### config.mk
export PLATFORM = sky130hd
export DESIGN_NAME = dcl_interp
export DESIGN_NICKNAME = d
export VERILOG_FILES = /design/src/rtl/dcl_pkg.sv /design/src/rtl/dcl_decode.sv /design/src/rtl/dcl_ptr.sv /design/src/rtl/dcl_ctl_out.sv /design/src/rtl/dcl_interp.sv
export SDC_FILE = /design/constraint.sdc
export NUM_CORES = 1
export LEC_CHECK = 0
export ABC_CLOCK_PERIOD_IN_PS = 2800
export BUFFER_PORTS_ARGS = -buffer_cell sky130_fd_sc_hd__clkbuf_2
export CORE_MARGIN = 2
export CORE_UTILIZATION = 29
export CTS_BUF_LIST = sky130_fd_sc_hd__clkbuf_16
export DETAILED_ROUTE_END_ITERATION = 7
export GPL_TIMING_DRIVEN = 0
export HOLD_SLACK_MARGIN = 0.1
export SYNTH_ARGS = -nofsm -noshare
export SYNTH_HDL_FRONTEND = slang
export SYNTH_HIERARCHICAL = 1
export SYNTH_SLANG_ARGS = --single-unit
### constraint.sdc
create_clock -name clk -period 2.8 [get_ports clk]
set_clock_uncertainty 0.1 [all_clocks]
set_input_delay 0.14 -clock clk [delete_from_list [all_inputs] [get_ports clk]]
set_output_delay 0.14 -clock clk [all_outputs]
set_load 0.01 [all_outputs]
### src/rtl/dcl_pkg.sv
package dcl_pkg;
   localparam int OPC_W = 4;

   localparam logic [OPC_W-1:0] OPC_INCSKIP = 4'd1;
   localparam logic [OPC_W-1:0] OPC_JUMP    = 4'd2;
   localparam logic [OPC_W-1:0] OPC_SEND    = 4'd3;
   localparam logic [OPC_W-1:0] OPC_XFER    = 4'd4;

   typedef struct packed {
      logic inc;
      logic jump;
      logic send;
      logic xfer;
      logic bad;
   } cmd_class_t;

   typedef enum logic [2:0] {
      PTR_HOLD,
      PTR_BASE,
      PTR_STEP,
      PTR_SKIP,
      PTR_JUMP
   } ptr_op_e;

   typedef enum logic [4:0] {
      S_IDLE,
      S_CB_REQ,
      S_CB_WT,
      S_CMD_REQ,
      S_CMD_WT,
      S_DECODE,
      S_OP_REQ,
      S_OP_WT,
      S_INC_RREQ,
      S_INC_RWT,
      S_INC_WREQ,
      S_INC_WWT,
      S_SEND_CLR,
      S_SEND_LD,
      S_XFER_GO,
      S_XFER_WT,
      S_TRAP
   } seq_state_e;
endpackage

### src/rtl/dcl_decode.sv
module dcl_decode
   import dcl_pkg::*;
(
   input  logic [OPC_W-1:0] opc_i,
   output cmd_class_t       cls_o
);
   localparam int NCODE = 2 ** OPC_W;

   logic [NCODE-1:0] hit;
   logic [NCODE-1:0] legal;

   for (genvar c = 0; c < NCODE; c++) begin : g_code
      assign hit[c]   = (opc_i == OPC_W'(c));
      assign legal[c] = (OPC_W'(c) == OPC_INCSKIP) || (OPC_W'(c) == OPC_JUMP) ||
                        (OPC_W'(c) == OPC_SEND)    || (OPC_W'(c) == OPC_XFER);
   end

   always_comb begin
      cls_o.inc  = hit[OPC_INCSKIP];
      cls_o.jump = hit[OPC_JUMP];
      cls_o.send = hit[OPC_SEND];
      cls_o.xfer = hit[OPC_XFER];
      cls_o.bad  = ~|(hit & legal);
   end
endmodule

### src/rtl/dcl_ptr.sv
module dcl_ptr
   import dcl_pkg::*;
#(
   parameter int AW        = 16,
   parameter int DW        = 16,
   parameter int PAGE_BITS = 8
) (
   input  logic          clk,
   input  logic          rst_n,
   input  ptr_op_e       op_i,
   input  logic [DW-1:0] word_i,
   output logic [AW-1:0] ptr_o
);
   localparam logic [AW-1:0] ONE = AW'(1);
   localparam logic [AW-1:0] TWO = AW'(2);

   logic [AW-1:0] ptr_q;
   logic [AW-1:0] ptr_d;
   logic [AW-1:0] jump_val;

   if (AW > DW) begin : g_bad_width
      $error("dcl_ptr: AW must not exceed DW");
   end
   if (PAGE_BITS < 1) begin : g_bad_page
      $error("dcl_ptr: PAGE_BITS must be at least 1");
   end

   if (PAGE_BITS >= AW) begin : g_flat
      assign jump_val = word_i[AW-1:0];
   end else begin : g_paged
      assign jump_val = {ptr_q[AW-1:PAGE_BITS], word_i[PAGE_BITS-1:0]};
   end

   always_comb begin
      ptr_d = ptr_q;
      unique case (op_i)
         PTR_BASE: ptr_d = word_i[AW-1:0];
         PTR_STEP: ptr_d = ptr_q + ONE;
         PTR_SKIP: ptr_d = ptr_q + TWO;
         PTR_JUMP: ptr_d = jump_val;
         default:  ptr_d = ptr_q;
      endcase
   end

   always_ff @(posedge clk) begin
      if (!rst_n) ptr_q <= '0;
      else        ptr_q <= ptr_d;
   end

   assign ptr_o = ptr_q;
endmodule

### src/rtl/dcl_ctl_out.sv
module dcl_ctl_out #(
   parameter int DW = 16
) (
   input  logic          clk,
   input  logic          rst_n,
   input  logic          clr_req_i,
   input  logic          ld_req_i,
   input  logic [DW-1:0] ld_val_i,
   output logic [DW-1:0] ctl_word_o,
   output logic          ctl_load_o,
   output logic          flag_clr_o
);
   always_ff @(posedge clk) begin
      if (!rst_n) begin
         ctl_word_o <= '0;
         ctl_load_o <= 1'b0;
         flag_clr_o <= 1'b0;
      end else begin
         ctl_load_o <= ld_req_i;
         flag_clr_o <= clr_req_i;
         if (ld_req_i) ctl_word_o <= ld_val_i;
      end
   end
endmodule

### src/rtl/dcl_interp.sv
module dcl_interp
   import dcl_pkg::*;
#(
   parameter int AW           = 16,
   parameter int DW           = 16,
   parameter int ST_W         = 8,
   parameter int PAGE_BITS    = 8,
   parameter int unsigned CB_ADDR = 4
) (
   input  logic            clk,
   input  logic            rst_n,
   input  logic            wake_i,
   output logic            idle_o,
   output logic            trap_o,
   output logic            mem_req_o,
   output logic            mem_we_o,
   output logic [AW-1:0]   mem_addr_o,
   output logic [DW-1:0]   mem_wdata_o,
   input  logic [DW-1:0]   mem_rdata_i,
   input  logic            mem_valid_i,
   output logic [DW-1:0]   ctl_word_o,
   output logic            ctl_load_o,
   output logic            flag_clr_o,
   output logic            xfer_start_o,
   input  logic            xfer_done_i,
   input  logic [ST_W-1:0] xfer_status_i
);
   localparam logic [AW-1:0] CB_A    = AW'(CB_ADDR);
   localparam int            OPC_LSB = DW - OPC_W;
   localparam logic [DW-1:0] INC_ONE = DW'(1);

   if (DW < OPC_W + 1) begin : g_bad_dw
      $error("dcl_interp: DW too narrow for the command field");
   end
   if (AW > DW) begin : g_bad_aw
      $error("dcl_interp: AW must not exceed DW");
   end
   if (ST_W < 1) begin : g_bad_st
      $error("dcl_interp: ST_W must be at least 1");
   end

   seq_state_e       state_q, state_d;
   logic [OPC_W-1:0] opc_q;
   logic [DW-1:0]    opnd_q;
   logic [DW-1:0]    data_q;
   logic             opc_ld, opnd_ld, data_ld;
   cmd_class_t       cls;
   ptr_op_e          pop;
   logic [AW-1:0]    ptr;
   logic             clr_req, ld_req;
   logic [DW-1:0]    ld_val;

   dcl_decode u_decode (
      .opc_i (opc_q),
      .cls_o (cls)
   );

   dcl_ptr #(
      .AW        (AW),
      .DW        (DW),
      .PAGE_BITS (PAGE_BITS)
   ) u_ptr (
      .clk    (clk),
      .rst_n  (rst_n),
      .op_i   (pop),
      .word_i (mem_rdata_i),
      .ptr_o  (ptr)
   );

   dcl_ctl_out #(
      .DW (DW)
   ) u_ctl (
      .clk        (clk),
      .rst_n      (rst_n),
      .clr_req_i  (clr_req),
      .ld_req_i   (ld_req),
      .ld_val_i   (ld_val),
      .ctl_word_o (ctl_word_o),
      .ctl_load_o (ctl_load_o),
      .flag_clr_o (flag_clr_o)
   );

   always_comb begin
      state_d      = state_q;
      mem_req_o    = 1'b0;
      mem_we_o     = 1'b0;
      mem_addr_o   = ptr;
      mem_wdata_o  = data_q;
      pop          = PTR_HOLD;
      clr_req      = 1'b0;
      ld_req       = 1'b0;
      ld_val       = opnd_q;
      xfer_start_o = 1'b0;
      opc_ld       = 1'b0;
      opnd_ld      = 1'b0;
      data_ld      = 1'b0;
      unique case (state_q)
         S_IDLE: begin
            if (wake_i) state_d = S_CB_REQ;
         end
         S_CB_REQ: begin
            mem_req_o  = 1'b1;
            mem_addr_o = CB_A;
            state_d    = S_CB_WT;
         end
         S_CB_WT: begin
            if (mem_valid_i) begin
               if (mem_rdata_i == '0) begin
                  ld_req  = 1'b1;
                  ld_val  = '0;
                  state_d = S_IDLE;
               end else begin
                  pop     = PTR_BASE;
                  state_d = S_CMD_REQ;
               end
            end
         end
         S_CMD_REQ: begin
            mem_req_o = 1'b1;
            pop       = PTR_STEP;
            state_d   = S_CMD_WT;
         end
         S_CMD_WT: begin
            if (mem_valid_i) begin
               opc_ld  = 1'b1;
               state_d = S_DECODE;
            end
         end
         S_DECODE: begin
            if (cls.bad)       state_d = S_TRAP;
            else if (cls.xfer) state_d = S_XFER_GO;
            else               state_d = S_OP_REQ;
         end
         S_OP_REQ: begin
            mem_req_o = 1'b1;
            pop       = PTR_STEP;
            state_d   = S_OP_WT;
         end
         S_OP_WT: begin
            if (mem_valid_i) begin
               opnd_ld = 1'b1;
               if (cls.inc) begin
                  state_d = S_INC_RREQ;
               end else if (cls.jump) begin
                  pop     = PTR_JUMP;
                  state_d = S_CMD_REQ;
               end else begin
                  state_d = S_SEND_CLR;
               end
            end
         end
         S_INC_RREQ: begin
            mem_req_o  = 1'b1;
            mem_addr_o = opnd_q[AW-1:0];
            state_d    = S_INC_RWT;
         end
         S_INC_RWT: begin
            if (mem_valid_i) begin
               data_ld = 1'b1;
               state_d = S_INC_WREQ;
            end
         end
         S_INC_WREQ: begin
            mem_req_o  = 1'b1;
            mem_we_o   = 1'b1;
            mem_addr_o = opnd_q[AW-1:0];
            state_d    = S_INC_WWT;
         end
         S_INC_WWT: begin
            if (mem_valid_i) begin
               if (data_q == '0) pop = PTR_SKIP;
               state_d = S_CMD_REQ;
            end
         end
         S_SEND_CLR: begin
            clr_req = 1'b1;
            state_d = S_SEND_LD;
         end
         S_SEND_LD: begin
            ld_req  = 1'b1;
            state_d = S_CMD_REQ;
         end
         S_XFER_GO: begin
            xfer_start_o = 1'b1;
            state_d      = S_XFER_WT;
         end
         S_XFER_WT: begin
            if (xfer_done_i) begin
               if (xfer_status_i == '0) pop = PTR_SKIP;
               state_d = S_CMD_REQ;
            end
         end
         S_TRAP: begin
            if (wake_i) state_d = S_CB_REQ;
         end
         default: state_d = S_IDLE;
      endcase
   end

   always_ff @(posedge clk) begin
      if (!rst_n) begin
         state_q <= S_IDLE;
         opc_q   <= '0;
         opnd_q  <= '0;
         data_q  <= '0;
      end else begin
         state_q <= state_d;
         if (opc_ld)  opc_q  <= mem_rdata_i[OPC_LSB +: OPC_W];
         if (opnd_ld) opnd_q <= mem_rdata_i;
         if (data_ld) data_q <= mem_rdata_i + INC_ONE;
      end
   end

   assign idle_o = (state_q == S_IDLE);
   assign trap_o = (state_q == S_TRAP);
endmodule

==> results of run 1 <==
## flip-flops by register name (all words and copies together) (netlist names)
register and count:
state_q 5, opc_q 4, mem_wdata_o 16, u_ptr/ptr_o 16, u_ctl/flag_clr_o 1, opnd_q 16, u_ctl/ctl_word_o 16, u_ctl/ctl_load_o 1
## routing by layer
metal  vias to the layer above  share of wire  track usage
met5                         -              0            0
met4                         0          0.019       0.0543
met3                        17          0.059       0.0365
met2                       155           0.47        0.273
met1                      2191           0.45        0.233
li1                       2259              -            -
## power groups by stage
stage	sequential [uW]	combinational, uW	clock [uW]
after floorplan	1250	757	0
after global placement	1280	1060	0
after detailed placement	1280	1060	0
after CTS	1260	1100	1160
after global routing	1280	1220	1220
final	1270	1120	1140
## critical path: stages (launching register included)
cell and delay [ns]:
dfxtp_4 0.38, buf_4 0.18, and4b_1 0.20, nand4_1 0.07
nor3_1 0.05, nor2_1 0.22, o31ai_2 0.16, buf_4 0.18
buf_4 0.15, or4b_4 0.52, o211ai_2 0.07, a21oi_1 0.08
o21ai_1 0.13, a21oi_1 0.07
## metrics by stage
stage	hold slack (ns)	utilization	total power (uW)	TNS, ns	cell area, sq um
after floorplan	0.168	-	2000	0	4750
after global placement	0.401	0.340	2340	-3.48	5430
after detailed placement	0.410	0.340	2340	-2.73	5430
after CTS	0.105	0.366	3520	0	5830
after global routing	0.120	0.371	3720	0	5920
final	0.105	0.371	3540	0	5920
## path summary, 6_finish.rpt
kind,startpoint,to,slack [ns],depth (start not counted)
setup / recovery,state_q[0],u_ptr/ptr_o[7],0.13,13
hold / removal,mem_rdata_i[9],opnd_q[9],0.10,3
setup reg to reg,state_q[0],u_ptr/ptr_o[7],0.13,13
hold reg to reg,u_ctl/ctl_word_o[1],u_ctl/ctl_word_o[1],0.42,2
## timing repair
item / 4_1_cts / 5_1_grt
pin swaps: 1 / 3
endpoints found under the hold margin: 10 / 0
gates resized for setup: 4 / 11
hold buffers: 10 / 0
buffers inserted: 2 / 8
endpoints found under the setup margin: 15 / 16
## area by class of cell
type / instances / area (sq um)
Clock buffer: 9 / 225
Sequential cell: 75 / 1510
Clock inverter: 7 / 57.6
Buffer: 41 / 273
Multi-Input combinational cell: 429 / 2960
Inverter: 10 / 37.5
Timing Repair Buffer: 102 / 586
Fill cell: 1656 / 10000
Tap cell: 216 / 270
==> results.md, run 1 <==
- Sw Pwr: 1310 uW
- Die Wd: 132 um
- Layout cells sized above 1: 0.263
- HPWL after DPL: 11,200 um
- Gpl congestion: 0.855
- DR iter-0 viols: 541
- Global-route wire length before repair: 24,000 um
- Pre-CTS setup slack: -0.310 ns
- Total grt overflow: 0
- Largest net degree at the start of global routing: 23
- FP Rows: 46
- Critical path class: reg -> reg
- Final WS setup: 0.131 ns
- LEAKAGE: 0.00236 uW
- # DRC: 0
- Die H: 132 um
- Worst path required time: 2.94 ns
- Nets: 701
- Total Routed Length: 15,200 um
- Worst-path maximum fanout: 10
- Worst-case clock buffer depth: 2
- Seq pwr share: 0.359
- Outcome: complete, no violations
- Switching Share: 0.371
- Final period utilization: 0.953
- First-pass DRT Iterations: 5
- Worst slew pin tran: 0.686 ns
- Final Critical Period: 2.67 ns
- Drt wl/cell: 17.1 um
- Number of port buffers: 82
- Initial antenna violation count: 0
- Mapped Area: 0.00475 sq mm
- Cell-internal power: 2220 uW
- Setup-violating endpoint count in the final report: 0
- Comb pwr share: 0.317
- Final ANT Viol Nets: 0
- Syn_nets: 589
- Max-Cap Viols: 0
- Worst hold path type: in -> reg
- Max Slew Vio Count: 0
- Setup crit end kind: register
- RSZ-0062 raised after global routing: no
- Cts bufs inserted: 9
- GRT Util Overall: 0.172
- Synth warn: 6
- Max-slew headroom: 0.543
- Layout Cells excl Fill: 889
- Clock network power share: 0.324
- Commonest non-fill, non-tap cell in the layout: clkbuf_2
- Most frequent cells in the layout: clkbuf_2, dfxtp_1, nor2_1
- CTS tree: built
- Peak VDD IR: 0.000312 V
- Clock-pin slew on the worst setup and hold paths: 0.07 ns
- Routed vias/inst: 5.20
- Hold Vio Cnt, Final: 0
- Num Clock Sinks: 75
- Syn Inst Count: 556
- Core Area: 0.0159 sq mm
- Mapped Avg Cell Area: 8.54 sq um
- Power Dens Cells: 597 mW/mm^2
- Critical Path AT: 2.81 ns
- Vias: 4,622
- Startpoint types: register
- Full die area: 0.0174 sq mm
- H-tree depth: 3
- IO Count: 84
- Initial Util: 0.298
- # diodes: 0
- Root Buffer: clkbuf_16
- Area grow syn2layout: 24.7%
- Worst-Skew Late Latency: 0.34 ns
- Vias in the first global route: 4,249
- Max frequency: 375 MHz
- Placed cell count: 854
Power figures use the tool's default switching activity.
==> run 2, diff against run 1 <==
--- a/config.mk
+++ b/config.mk
@@ -7,12 +7,15 @@
 export LEC_CHECK = 0
 export ABC_CLOCK_PERIOD_IN_PS = 2800
 export BUFFER_PORTS_ARGS = -buffer_cell sky130_fd_sc_hd__clkbuf_2
+export CELL_PAD_IN_SITES_DETAIL_PLACEMENT = 0
+export CELL_PAD_IN_SITES_GLOBAL_PLACEMENT = 1
 export CORE_MARGIN = 2
 export CORE_UTILIZATION = 29
 export CTS_BUF_LIST = sky130_fd_sc_hd__clkbuf_16
 export DETAILED_ROUTE_END_ITERATION = 7
 export GPL_TIMING_DRIVEN = 0
 export HOLD_SLACK_MARGIN = 0.1
+export PLACE_DENSITY_LB_ADDON = 0.1
 export SYNTH_ARGS = -nofsm -noshare
 export SYNTH_HDL_FRONTEND = slang
 export SYNTH_HIERARCHICAL = 1
==> results.md, run 2 (same netlist as run 1, synthesis figures left out) <==
- GRT Util Overall: 0.187 (+0.0148)
- Final Critical Period: 2.66 ns (-0.00954 ns)
- Critical path class: reg -> reg
- Worst hold path type: in -> reg
- Vias: 4,683 (+1.3%)
- Routed vias/inst: 5.29 (+1.8%)
- # diodes: 0 (unchanged)
- Num Clock Sinks: 75 (unchanged)
- Largest net degree at the start of global routing: 23 (unchanged)
- Total Routed Length: 16,600 um (+9.2%)
- Nets: 697 (-0.57%)
- Start of the worst register-to-register path: state_q[3]
- Pre-CTS setup slack: -0.405 ns (-0.0945 ns)
- FP Rows: 46 (unchanged)
- Critical Path AT: 2.79 ns (-0.02 ns)
- Vias in the first global route: 4,413 (+3.9%)
- Crit path buf inv count: 4 (+1)
- WHS Path Cells: 3 (unchanged)
- Drt wl/cell: 18.8 um (+9.7%)
- Global-route wire length before repair: 25,300 um (+5.5%)
- R2R setup slack: 0.14 ns (about the same)
- Setup TNS: 0 ns (unchanged)
- HPWL after DPL: 12,400 um (+10%)
- Final period utilization: 0.950 (-0.00341)
- Final ANT Viol Nets: 0 (unchanged)
- Total grt overflow: 0 (unchanged)
- Most frequent cells in the layout: clkbuf_2, dfxtp_1, nor2_1
- Worst-path maximum fanout: 10 (unchanged)
- Peak VDD IR: 0.000305 V (-2.2%)
- DR iter-0 viols: 373 (-31%)
- FF/Latch Area: 0.00151 sq mm (unchanged)
- First-pass DRT Iterations: 5 (unchanged)
- Setup-violating endpoint count in the final report: 0 (unchanged)
- Full die area: 0.0174 sq mm (unchanged)
- Startpoint types: register
- Area of the multi-input gates: 0.00298 sq mm (+0.42%)
- Core Area: 0.0159 sq mm (unchanged)
- Max-Cap Viols: 0 (unchanged)
- # DRC: 0 (unchanged)
- Layout cells sized above 1: 0.272 (+0.00905)
- Initial antenna violation count: 0 (unchanged)
- IO Count: 84 (unchanged)
- Setup crit end kind: register
- Max Slew Vio Count: 0 (unchanged)
- Final WS setup: 0.140 ns (+0.00954 ns)
- Max frequency: 376 MHz (+0.36%)
- Max incr delay on CP: 0.34 ns (-0.18 ns)
- FF-to-FF End: u_ptr/ptr_o[7]
- Number of port buffers: 82 (unchanged)
- Fillcell total: 1,691 (+2.1%)
- Critical path, cell by cell: clkbuf_4 -> nand2b_4 -> nor2_2 -> nand2_2 -> buf_6 -> nor2_1 -> buf_4 -> or3b_1 -> buf_2 -> o211ai_2 -> a21oi_1 -> o21ai_1 -> a21oi_1
- LEAKAGE: 0.00237 uW (+0.55%)
- Worst-Skew Late Latency: 0.34 ns (about the same)
- Crit path max-delay family: simple AND/OR/NAND/NOR gates
- Slowest-stage cell, CP: or3b_1
- Area grow syn2layout: 25.5%
- Register-to-Register Path Depth: 13 (unchanged)
- Initial Util: 0.298 (unchanged)
- Commonest non-fill, non-tap cell in the layout: clkbuf_2
- Die H: 132 um (unchanged)
- Power Dens Cells: 627 mW/mm^2 (+5.0%)
- Outcome: complete, no violations
- Most numerous cell on the critical path: a21oi_1
- Cts bufs inserted: 9 (unchanged)
- Hold Path Origin: mem_rdata_i[0]
- H-tree depth: 3 (unchanged)
- Worst slew pin tran: 0.750 ns (+0.0643 ns)
- CTS tree: built
- Worst-case clock buffer depth: 2 (unchanged)
- Hold Vio Cnt, Final: 0 (unchanged)
- Gpl congestion: 0.817 (-4.5%)
- Sink of the worst hold path: opnd_q[0]
- Final Cell Area: 0.00596 sq mm (+0.66%)
- Clock-pin slew on the worst setup and hold paths: 0.07 ns (about the same)
- Max-slew headroom: 0.500 (-0.0428)
- Root Buffer: clkbuf_16
- Die Wd: 132 um (unchanged)
- Worst path required time: 2.93 ns (about the same)
- Placed cell area: 0.00543 sq mm (unchanged)
[run 2: cell count changes in the layout (fill, tap and decap cells not counted), moves of 2 or more]
cell / change
nor2_1: -4
nor2_2: +4
buf_4: -3
dlygate4sd3_1: -3
bufinv_16: +2
clkinv_4: +2
clkinvlp_4: -2
inv_6: -2
[run 2: area by class of cell]
class	instances	share of cell area
Buffer	42	0.0483
Clock buffer	9	0.0378
Clock inverter	7	0.0170
Inverter	10	0.00630
Multi-Input combinational cell	429	0.499
Sequential cell	75	0.253
Tap cell	216	0.0454
Timing Repair Buffer	97	0.0928
[run 2: through the flow]
step,utilization,hold slack (ns),power (uW),instances
3_3_place_gp,0.340,0.394,2360,854
2_1_floorplan,-,0.168,2000,556
4_1_cts,0.369,0.101,3740,881
3_5_place_dp,0.340,0.403,2370,854
5_1_grt,0.374,0.119,3910,885
6_report,0.374,0.110,3740,885
[run 2: worst max path at each step]
stage	start	endpoint	slack [ns]	cells after the start
after global routing	state_q[3]	u_ptr/ptr_o[7]	-0.01	13
after global placement	state_q[0]	u_ptr/ptr_o[12]	-0.46	13
after CTS	mem_rdata_i[3]	u_ptr/ptr_o[15]	0.01	12
final	state_q[3]	u_ptr/ptr_o[7]	0.14	13
after floorplan	state_q[0]	u_ptr/ptr_o[12]	0.28	13
after detailed placement	state_q[0]	u_ptr/ptr_o[12]	-0.40	13
[run 2: timing repair]
item / in CTS / in global routing
endpoints found under the hold margin: 8 / 0
buffers inserted: 4 / 4
pin swaps: 1 / 2
hold buffers: 7 / 0
resized for setup: 10 / 14
setup endpoints to repair: 16 / 16
[run 2: worst reg2reg max path: stages (launching register included)]
cell      delay, ns
dfxtp_1        0.33
clkbuf_4       0.20
nand2b_4       0.18
nor2_2         0.13
nand2_2        0.10
buf_6          0.19
nor2_1         0.13
buf_4          0.18
or3b_1         0.34
buf_2          0.20
o211ai_2       0.17
a21oi_1        0.08
o21ai_1        0.14
a21oi_1        0.08
[run 2: routing by layer]
metal | part of all wire | track usage | up-vias
met4 | 0.022 | 0.0688 | 0
li1 | - | - | 2246
met1 | 0.48 | 0.256 | 2290
met2 | 0.46 | 0.291 | 123
met3 | 0.038 | 0.0354 | 24
met5 | 0 | 0 | -
[run 2: power breakdown]
group / internal, uW / switching, uW
sequential: 1150 / 129
combinational: 473 / 676
clock: 791 / 520
